==> src/rtl/gate_group_wrr.sv <==
module gate_group_wrr #(
  parameter int NCH = 8,
  parameter int NQ  = 4,
  parameter int WW  = 4
) (
  input  logic              clk,
  input  logic              rst_n,
  input  logic              pick,
  input  logic [NCH-1:0]    gate_open,
  input  logic [NCH-1:0]    ch_elig,
  input  logic [NCH*NQ-1:0] q_req,
  input  logic [NCH*NQ-1:0] q_fit,
  input  logic [NCH*WW-1:0] weight,
  output logic              gnt_vld,
  output logic [NCH-1:0]    gnt_ch,
  output logic [NCH*NQ-1:0] gnt_q
);
  localparam int CW = $clog2(NCH);
  localparam int QW = $clog2(NQ);

  logic [WW-1:0]     cred [NCH];
  logic [QW-1:0]     qptr [NCH];
  logic [CW-1:0]     ptr;
  logic [NCH-1:0]    gate_q;

  logic              restart, refill, found, qfound;
  logic [NCH*NQ-1:0] qmask;
  logic [NCH-1:0]    ch_req, cand, has, pool;
  logic [WW-1:0]     w_eff [NCH];
  logic [WW-1:0]     cr_eff [NCH];
  logic [CW-1:0]     ptr_eff, win;
  logic [QW-1:0]     qp_eff, qwin;
  logic [NQ-1:0]     wq;

  assign restart = gate_open != gate_q;
  assign qmask   = q_req & q_fit;
  assign ptr_eff = restart ? '0 : ptr;

  for (genvar c = 0; c < NCH; c++) begin : g_ch
    assign ch_req[c] = |qmask[c*NQ +: NQ];
    assign w_eff[c]  = (weight[c*WW +: WW] == '0) ? WW'(1) : weight[c*WW +: WW];
    assign cr_eff[c] = restart ? w_eff[c] : cred[c];
    assign has[c]    = cr_eff[c] != '0;
  end

  assign cand   = ch_req & ch_elig & gate_open;
  assign refill = ((cand & has) == '0) && (cand != '0);
  assign pool   = refill ? cand : (cand & has);

  always_comb begin
    found = 1'b0;
    win   = '0;
    for (int i = 0; i < NCH; i++) begin
      int idx;
      idx = int'(ptr_eff) + i;
      if (idx >= NCH) idx = idx - NCH;
      if (!found && pool[idx]) begin
        found = 1'b1;
        win   = CW'(idx);
      end
    end
  end

  assign wq     = qmask[win*NQ +: NQ];
  assign qp_eff = restart ? '0 : qptr[win];

  always_comb begin
    qfound = 1'b0;
    qwin   = '0;
    for (int i = 0; i < NQ; i++) begin
      int idx;
      idx = int'(qp_eff) + i;
      if (idx >= NQ) idx = idx - NQ;
      if (!qfound && wq[idx]) begin
        qfound = 1'b1;
        qwin   = QW'(idx);
      end
    end
  end

  always_ff @(posedge clk) begin
    if (!rst_n) begin
      gate_q  <= '0;
      ptr     <= '0;
      gnt_vld <= 1'b0;
      gnt_ch  <= '0;
      gnt_q   <= '0;
      for (int c = 0; c < NCH; c++) begin
        cred[c] <= '0;
        qptr[c] <= '0;
      end
    end else begin
      gate_q  <= gate_open;
      gnt_vld <= 1'b0;
      gnt_ch  <= '0;
      gnt_q   <= '0;
      if (restart) begin
        ptr <= '0;
        for (int c = 0; c < NCH; c++) begin
          cred[c] <= w_eff[c];
          qptr[c] <= '0;
        end
      end
      if (pick && found) begin
        for (int c = 0; c < NCH; c++)
          cred[c] <= (refill ? w_eff[c] : cr_eff[c]) - ((CW'(c) == win) ? WW'(1) : WW'(0));
        ptr                        <= (win == CW'(NCH-1)) ? '0 : win + CW'(1);
        qptr[win]                  <= (qwin == QW'(NQ-1)) ? '0 : qwin + QW'(1);
        gnt_vld                    <= 1'b1;
        gnt_ch[win]                <= 1'b1;
        gnt_q[int'(win)*NQ + int'(qwin)] <= 1'b1;
      end
    end
  end


  gnt_qualified_chk: assert property (@(posedge clk) disable iff (!rst_n)
    gnt_vld |-> ((gnt_ch & $past(cand)) != '0));


  gnt_onehot_chk: assert property (@(posedge clk) disable iff (!rst_n)
    $onehot0(gnt_ch) && $onehot0(gnt_q));


  pick_serves_chk: assert property (@(posedge clk) disable iff (!rst_n)
    (pick && cand != '0) |=> gnt_vld);


  no_pick_idle_chk: assert property (@(posedge clk) disable iff (!rst_n)
    !pick |=> !gnt_vld);


  q_fits_chk: assert property (@(posedge clk) disable iff (!rst_n)
    gnt_vld |-> ((gnt_q & $past(qmask)) != '0));


  for (genvar c = 0; c < NCH; c++) begin : g_chk
    q_in_ch_chk: assert property (@(posedge clk) disable iff (!rst_n)
      gnt_ch[c] == (|gnt_q[c*NQ +: NQ]));
  end
endmodule

==> config.mk <==
export PLATFORM = sky130hd
export DESIGN_NAME = gate_group_wrr
export DESIGN_NICKNAME = d
export VERILOG_FILES = /design/src/rtl/gate_group_wrr.sv
export SDC_FILE = /design/constraint.sdc
export NUM_CORES = 1
export LEC_CHECK = 0
export ABC_CLOCK_PERIOD_IN_PS = 7500
export BUFFER_PORTS_ARGS = -buffer_cell sky130_fd_sc_hd__buf_4
export CORE_MARGIN = 3
export CORE_UTILIZATION = 57
export DETAILED_ROUTE_END_ITERATION = 6
export PLACE_DENSITY = 0.82
export SYNTH_ARGS = -nofsm -noshare
export SYNTH_HDL_FRONTEND = slang
export SYNTH_SLANG_ARGS = --single-unit
==> constraint.sdc <==
create_clock -name clk -period 7.5 [get_ports clk]
set_clock_uncertainty 0.2 [all_clocks]
set_input_delay 1.5 -clock clk [delete_from_list [all_inputs] [get_ports clk]]
set_output_delay 1.5 -clock clk [all_outputs]
set_load 0.05 [all_outputs]
### Word-level counts from Yosys, hierarchy flattened

Memory sizes are Yosys's and may differ from the RTL's.
Index checks and enable logic that the tools add are counted.

* bits of input ports: 115
* logic and storage cells: 303
* bits in registers: 52
* output and inout port bits: 41
* memories: 2
* memory bits (writable): 48

* eq/ne operators: 10
* muxes and demuxes: 144
* bitwise operators: 28
* order comparisons: 28
* add/sub/neg operators: 33
* reduce and logical (&&, ||, !) cells: 52
* shifts and indexed selects: 1

Memory list
* cred: depth 8, width 4, rd ports 8, clocked after Yosys merged registers in 0, write ports 8, RTL line 21 `logic [WW-1:0] cred [NCH];`
* qptr: depth 8, width 2, rd ports 1, clocked after Yosys merged registers in 0, write ports 9, RTL line 22 `logic [QW-1:0] qptr [NCH];`

Operators with widths (count)
* $mux 32: 12
* $lt 32x5->1 const B: 8
* $mux 4: 40
* $lt 32x4->1 const B: 4
* $mux 1: 52
* $sub 4x4->5 const B: 7
* $mux 3: 11
* $and 32x32->32: 1
* $logic_not 4->1: 8
* $reduce_bool 4->1: 8
* $reduce_or 4->1: 8
* $shiftx 32x6->4: 1
* $sub 4x1->4: 8
* $ge 4x4->1 const B: 7
* $mux 2: 14
* $and 8x8->8: 3
* $bmux 1 s3: 8
* $or 1x1->1: 24
* $add 3x3->4 const B: 4
* $logic_and 1x1->1: 14
* $eq 3x3->1 const A: 4
* $sub 3x3->4 const B: 3
* $logic_not 1->1: 10
* $ge 3x3->1 const B: 3
* 28 further kinds: 34

### Longest topological paths before layout

Gate-level depths: netlist of run 1.
An unclocked memory read counts as a cell.

* depth in word-level cells: 55
* gate-level depth with buffers: 27
* depth with buffers taken out: 24

### Worst setup path after synthesis of run 1

OpenSTA, ideal clock, no wires.

* kind: in2reg
* from: input port gate_open[2]
* to: memory qptr[5][1] in the netlist's numbering, data pin
* path buffers: 4
* cell stages on the path: 24
* data required time: 7045 ps
* setup time: 255 ps
* path slack: 660 ps
* data arrival time: 6385 ps
* cells stage by stage: xnor2_1 -> nand4_1 -> nor2_2 -> buf_4 -> nand2_1 -> inv_1 -> buf_2 -> ha_1 -> inv_1 -> xnor2_1 -> o31ai_2 -> nand4_1 -> a22oi_1 -> nand2_2 -> or3_1 -> buf_2 -> o2bb2ai_4 -> buf_6 -> mux2_2 -> mux2i_1 -> o32ai_4 -> a211oi_4 -> ha_1 -> and2_1

RTL lines
* start, declared: RTL line 9 `input logic [NCH-1:0] gate_open,`
* end, declared: RTL line 22

==> impl_metrics.py, run 1 <==
metrics = {
    "grt": {
        "grt_pass1_wl_um": 39600,
        "grt_overflow": 0,
        "grt_pass1_vias": 7534,
        "track_usage_pct": 33.56,
        "grt_max_degree": 29,
        "antenna_found_initial": 0,
    },
    "clock_network": {
        "cts_buffer_depth": 2,
        "clock_latency_ns": 0.35,
        "cts-root-buf": "clkbuf_16",
        "ctsHtreeMaxLevel": 3,
        "clkTransAtPathRegs_ns": 0.08,
        "postCtsSetupBuffers": 0,
        "cts_tree": "done",
        "cts-resized-gates": 0,
        "cts_sinks": 100,
        "holdBufCountCts": 0,
        "cts_made_buffers": 9,
    },
    "synth": {
        "syn_area_per_cell_um2": 8.657,
        "synth.top_cell.area_share_pct": 18.66,
        "synthTopCellsByArea": "edfxtp_1 (19%), dfxtp_1 (13%), nand2_1 (5.9%), and2_1 (4.8%), ha_1 (4.5%)",
        "ys_types": 96,
        "synth-seq-area-share_pct": 32.15,
        "syn_nets": 1035,
        "yosysWarningCount": 0,
        "yosys.area.top_type": "edfxtp_1",
        "synthFlopType": "dfxtp_1",
        "synth_area_mm2": 0.007722,
        "synthArstFlopShare_pct": 0,
        "synth_cells": 892,
        "synth-edff-count": 48,
        "ys_seq_elements": 100,
    },
    "status": {
        "status": "finished, final reports clean",
    },
    "route": {
        "drc_errors": 0,
        "drt_wl_total_um": 25780,
        "wl_per_cell_um": 20.79,
        "vias_per_cell": 6.576,
        "via_count": 8154,
        "drtAntennaViolNets": 0,
        "drtPass1Iterations": 6,
        "initialDrtViolationCount": 1000,
    },
    "finish": {
        "fin_util_pct": 74.13,
        "area_delta_synth_final_pct": 24.09,
        "fill_cells": 1001,
        "diodes": 0,
        "nets": 1206,
        "final_area_mm2": 0.009583,
        "drive_gt1_share_pct": 26.22,
    },
    "timing": {
        "setup_ws_ns": 0.2494,
        "rsz0062_at_grt": "false",
        "period_minus_slack_ns": 7.251,
        "slew_viol_final": 0,
        "relSlewSlack_pct": 36.33,
        "hold_violations": 0,
        "tightest_slew_ns": 0.9463,
        "final.setup.tns_ns": 0,
        "fin_crit_sh_pct": 96.68,
        "setup_viol": 0,
        "max_freq_ghz": 0.1379,
    },
    "floorplanning": {
        "die-area_mm2": 0.01498,
        "die_x_um": 122.4,
        "initial_core_util_pct": 59.74,
        "dieHeight_um": 122.4,
        "rows": 41,
        "ios": 156,
        "core_area_mm2": 0.01293,
    },
    "run": {
        "cap_violations": 0,
    },
    "critical_path": {
        "crit_required_ns": 7.41,
        "endpoint_kind": "register",
        "crit_fanout": 11,
        "critPathKind": "in2reg",
        "crit_path_start_kind": "input pin",
        "arrival_ns": 7.16,
    },
    "power_and_ir_drop": {
        "power_density_mw_per_mm2": 186.8,
        "irDropWorstVdd_v": 0.0001683,
        "power.leakage_nw": 4.037,
    },
    "hold_path": {
        "hp-class": "reg2reg",
    },
    "placement": {
        "gp_congestion": 1.031,
        "numPortBuffers": 155,
        "dpl.hpwl_um": 19900,
        "preCtsSetupSlack_ns": 0.1026,
        "placed_cell_area_mm2": 0.009255,
    },
}
path summary, 6_finish.rpt:
| kind | cells past startpoint | slack, ns | from | endpoint |
|---|---|---|---|---|
| max | 21 | 0.25 | q_req[18] | qptr[6][1] |
| min reg2reg | 2 | 0.57 | cred[1][11] | cred[1][11] |
| max reg2reg | 20 | 1.06 | cred[0][0] | qptr[6][1] |
| min | 2 | 0.57 | cred[1][11] | cred[1][11] |
state kept, by name, indices dropped and copies added, names as in the netlist:
register  cells
gnt_vld       1
gnt_q        32
qptr         16
cred         32
gate_q        8
gnt_ch        8
ptr           3
synthesized netlist by cell type, types with 14 or more instances:
library cell and count:
a21oi_1 37, and2_1 59, clkbuf_1 25, dfxtp_1 52, edfxtp_1 48, ha_1 28, inv_1 17, mux2i_1 30
nand2_1 122, nand3_1 24, nand4_1 15, nor2_1 52, nor3_1 40, o211ai_1 14, o21ai_0 63, o22ai_1 15
routing by layer:
layer	global-route usage [%]	wire length (um)	vias up
li1	-	-	3766
met1	43.77	10120	3781
met2	56.13	12350	525
met3	5.207	2342	82
met4	13.02	961	0
met5	0	0	-
worst max-delay path, stage by stage:
cell       delay (ns)
buf_4            0.11
nand2_1          0.19
a41o_1           0.43
nand4_1          0.26
nor3_2           0.48
o41ai_2          0.20
a22oi_4          0.35
a211oi_2         0.13
buf_4            0.17
a211oi_4         0.34
nand2_2          0.16
or3_1            0.47
o2bb2ai_4        0.39
inv_2            0.16
o311ai_1         0.38
o21ai_1          0.18
o21bai_1         0.19
a21o_1           0.21
a22oi_1          0.31
ha_1             0.38
and2_1           0.18
logic make-up after synthesis:
| family | synth area share, % |
|---|---|
| xor gates and xnor gates | 1.361 |
| adders and majority gates | 4.537 |
| AOI/OAI and AO/OA | 28.52 |
| buffers and inverters | 3.645 |
| DFF | 32.15 |
| and+or+nand+nor | 24.85 |
| muxes | 4.942 |
placed cells by master (no fill, tap or decap), drive strengths merged, types with 9 or more instances in the layout:
cell type  netlist  layout
buf             16     201
nand2          124     124
o21ai           66      66
and2            59      59
nor2            55      55
dfxtp           52      52
edfxtp          48      48
nor3            42      42
a21oi           37      37
mux2i           31      31
ha              28      28
nand3           26      26
inv             21      25
a211oi          19      19
nand4           15      15
o22ai           15      15
o211ai          15      15
a31oi           13      13
xnor2           11      11
a311oi          11      11
a22oi           11      11
clkbuf          25       9
a41oi            9       9
nor4             9       9
power by group:
part           internal, W  switching, W  total, W
logic             0.000263      0.000413  0.000677
clock network     0.000243      0.000243  0.000486
registers         0.000607     0.0000204  0.000627
through the flow:
| step | hold WS [ns] | total power (W) | std cells |
|---|---|---|---|
| 2_1_floorplan | 0.4726 | 0.001056 | 892 |
| 3_3_place_gp | 0.5155 | 0.001285 | 1224 |
| 3_5_place_dp | 0.5280 | 0.001295 | 1224 |
| 4_1_cts | 0.5475 | 0.001777 | 1240 |
| 5_1_grt | 0.5746 | 0.001868 | 1240 |
| 6_report | 0.5670 | 0.001790 | 1240 |
layout make-up:
cell class | instances | area (um^2) | area share, %
multi-input combinational | 729 | 4977 | 51.94
sequential | 100 | 2482 | 25.90
timing repair buffer | 201 | 1509 | 15.75
clock buffer | 9 | 225.2 | 2.350
tap | 172 | 215.2 | 2.246
clock inverter | 7 | 91.34 | 0.9531
inverter | 22 | 82.58 | 0.8617
No activity file was read; power rests on OpenSTA's default activity.
==> inputs of run 2 (changes only) <==
--- a/config.mk
+++ b/config.mk
@@ -5,10 +5,12 @@
 export SDC_FILE = /design/constraint.sdc
 export NUM_CORES = 1
 export LEC_CHECK = 0
+export ABC_AREA = 1
 export ABC_CLOCK_PERIOD_IN_PS = 7500
 export BUFFER_PORTS_ARGS = -buffer_cell sky130_fd_sc_hd__buf_4
+export CAP_MARGIN = 30
 export CORE_MARGIN = 3
-export CORE_UTILIZATION = 57
+export CORE_UTILIZATION = 56
 export DETAILED_ROUTE_END_ITERATION = 6
 export PLACE_DENSITY = 0.82
 export SYNTH_ARGS = -nofsm -noshare
==> impl_metrics.py, run 2 <==
metrics = {
    "synth": {
        "synthArstFlopShare_pct": 0,
        "ys_seq_elements": 100,
        "ys_types": 41,
        "synth_area_mm2": 0.007271,
        "synthFlopType": "dfxtp_1",
        "synth_most_common_cell": "nand2_1",
        "synth-seq-area-share_pct": 34.14,
        "synth-edff-count": 48,
        "synth.top_cell.area_share_pct": 19.82,
        "synthTopCellsByArea": "edfxtp_1 (20%), nand2_1 (19%), dfxtp_1 (14%), nand3_1 (7.8%), nor2_1 (5.3%)",
        "syn_area_per_cell_um2": 6.821,
        "synth_common_cells": "nand2_1 (376), nand3_1 (114), nor2_1 (103)",
        "syn_nets": 1209,
        "yosysWarningCount": 0,
        "synth_cells": 1066,
        "yosys.area.top_type": "edfxtp_1",
    },
    "floorplanning": {
        "initial_core_util_pct": 58.82,
        "rows": 40,
        "die-area_mm2": 0.01439,
        "ios": 156,
        "dieHeight_um": 119.9,
        "core_area_mm2": 0.01236,
        "die_x_um": 119.9,
    },
    "critical_path": {
        "rrSetupSlack_ns": 1.59,
        "crit_path_top_delay_cell": "ha_1",
        "critPathKind": "in2reg",
        "worst-r2r-cell-count": 43,
        "arrival_ns": 6.78,
        "endpoint_kind": "register",
        "r2r_end": "qptr[2][1]",
        "worst_path_most_repeated_cell": "nand2_1",
        "rr_startpoint": "gate_q[5]",
        "startpoint": "gate_open[2]",
        "crit_fanout": 38,
        "cp-endpoint": "qptr[2][1]",
        "max_stage_delay_ns": 0.32,
        "crit_path_start_kind": "input pin",
        "crit_required_ns": 7.41,
    },
    "power_and_ir_drop": {
        "power.leakage_nw": 4.524,
        "irDropWorstVdd_v": 0.0002147,
        "totalPowerFinal_w": 0.001770,
        "power_density_mw_per_mm2": 199.2,
    },
    "timing": {
        "max_freq_ghz": 0.1456,
        "final.setup.tns_ns": 0,
        "fin_crit_sh_pct": 91.58,
        "relSlewSlack_pct": 29.06,
        "slew_viol_final": 0,
        "rsz0062_at_grt": "false",
        "tightest_slew_ns": 1.060,
        "setup_viol": 0,
        "hold_violations": 0,
        "period_minus_slack_ns": 6.868,
    },
    "finish": {
        "area_delta_synth_final_pct": 22.18,
        "final_common_cell": "nand2_1",
        "nets": 1361,
        "fill_cells": 1041,
        "final_cell_mix": "nand2_1 (376), buf_4 (166), nand3_1 (114)",
        "diodes": 0,
        "top_regs": "cred (32), gnt_q (32), qptr (16)",
        "drive_gt1_share_pct": 22.00,
    },
    "route": {
        "drc_errors": 0,
        "initialDrtViolationCount": 908,
        "drtAntennaViolNets": 0,
        "vias_per_cell": 5.477,
        "wl_per_cell_um": 15.65,
        "drtPass1Iterations": 7,
        "via_count": 7619,
        "drt_wl_total_um": 21770,
    },
    "clock_network": {
        "cts_buffer_depth": 2,
        "ctsHtreeMaxLevel": 3,
        "clock_latency_ns": 0.36,
        "cts_sinks": 100,
        "holdBufCountCts": 0,
        "cts_tree": "done",
        "clkTransAtPathRegs_ns": 0.08,
        "cts_made_buffers": 9,
        "cts-root-buf": "clkbuf_16",
    },
    "grt": {
        "track_usage_pct": 29.75,
        "grt_pass1_vias": 7104,
        "grt_max_degree": 39,
        "antenna_found_initial": 0,
        "grt_pass1_wl_um": 34710,
        "grt_overflow": 0,
    },
    "placement": {
        "numPortBuffers": 155,
        "dpl.hpwl_um": 16980,
        "gp_congestion": 0.9452,
    },
    "status": {
        "status": "finished, final reports clean",
    },
    "run": {
        "cap_violations": 0,
    },
    "hold_path": {
        "hp-class": "reg2reg",
    },
}
==> run 2: changes by cell type after synthesis, moves of 23 or more <==
cell / before / now
nor3_1: 40 / 2
o21ai_0: 63 / 40
inv_1: 17 / 101
and2_1: 59 / 2
a21oi_1: 37 / 1
nand2_1: 122 / 376
mux2i_1: 30 / 1
nand3_1: 24 / 114
nor2_1: 52 / 103
==> run 2: how the worst min path moves through the flow <==
stage,start,to,slack (ns),depth (start not counted)
6_report,ptr[1],ptr[1],0.48,2
5_1_grt,ptr[1],ptr[1],0.54,2
4_1_cts,ptr[1],ptr[1],0.48,2
3_5_place_dp,ptr[1],ptr[1],0.46,2
3_3_place_gp,ptr[1],ptr[1],0.45,2
2_1_floorplan,ptr[1],ptr[1],0.37,2
==> run 2: layout make-up <==
type | count | area [um^2] | area share (%)
Tap cell | 168 | 210.2 | 2.366
Multi-Input combinational cell | 823 | 4188 | 47.14
Timing Repair Buffer | 167 | 1257 | 14.15
Clock buffer | 9 | 225.2 | 2.535
Inverter | 117 | 441.7 | 4.972
Sequential cell | 100 | 2482 | 27.94
Clock inverter | 7 | 78.83 | 0.8873
==> run 2: report_power, final <==
part | switching (W) | internal, W
sequential | 0.0000108 | 0.000610
clock | 0.000231 | 0.000237
combinational | 0.000459 | 0.000223
==> run 2: cell families after synthesis <==
group	share of synthesized area, %
buffers and inverters	8.260
adders and majority gates	4.819
DFF	34.14
and+or+nand+nor	42.42
AOI/OAI and AO/OA	7.813
muxes	0.1377
xor gates and xnor gates	2.409
==> run 2: through the flow <==
| step | instances | setup slack (ns) | util [%] | instance area, um^2 | hold WS [ns] |
|---|---|---|---|---|---|
| floorplan | 1066 | 1.369 | - | 7271 | 0.3666 |
| global placement | 1373 | 0.4422 | 69.25 | 8561 | 0.4538 |
| detailed placement | 1373 | 0.2505 | 69.25 | 8561 | 0.4641 |
| CTS | 1389 | 0.5429 | 71.71 | 8865 | 0.4755 |
| global route | 1391 | 0.05481 | 71.86 | 8884 | 0.5359 |
| finish | 1391 | 0.6317 | 71.86 | 8884 | 0.4779 |
==> run 2: timing repair <==
item	CTS	global route
endpoints found under the setup margin	0	8
resized for setup	0	2
buffers inserted	0	2
==> run 2: critical path, delay by kind of cell <==
kind / cells / cell delay [ns]
AND/OR/NAND/NOR: 36 / 4.02
buffers and inverters: 6 / 0.77
adder cells (fa/ha/maj): 1 / 0.32
XOR/XNOR: 1 / 0.17
==> run 2: metal layers <==
metal / vias to the layer above / track usage, % / part of all wire (%)
met3: 36 / 7.210 / 10
met5: - / 0 / 0
li1: 3766 / - / -
met2: 366 / 47.77 / 46
met1: 3451 / 39.92 / 42
met4: 0 / 8.733 / 2.1
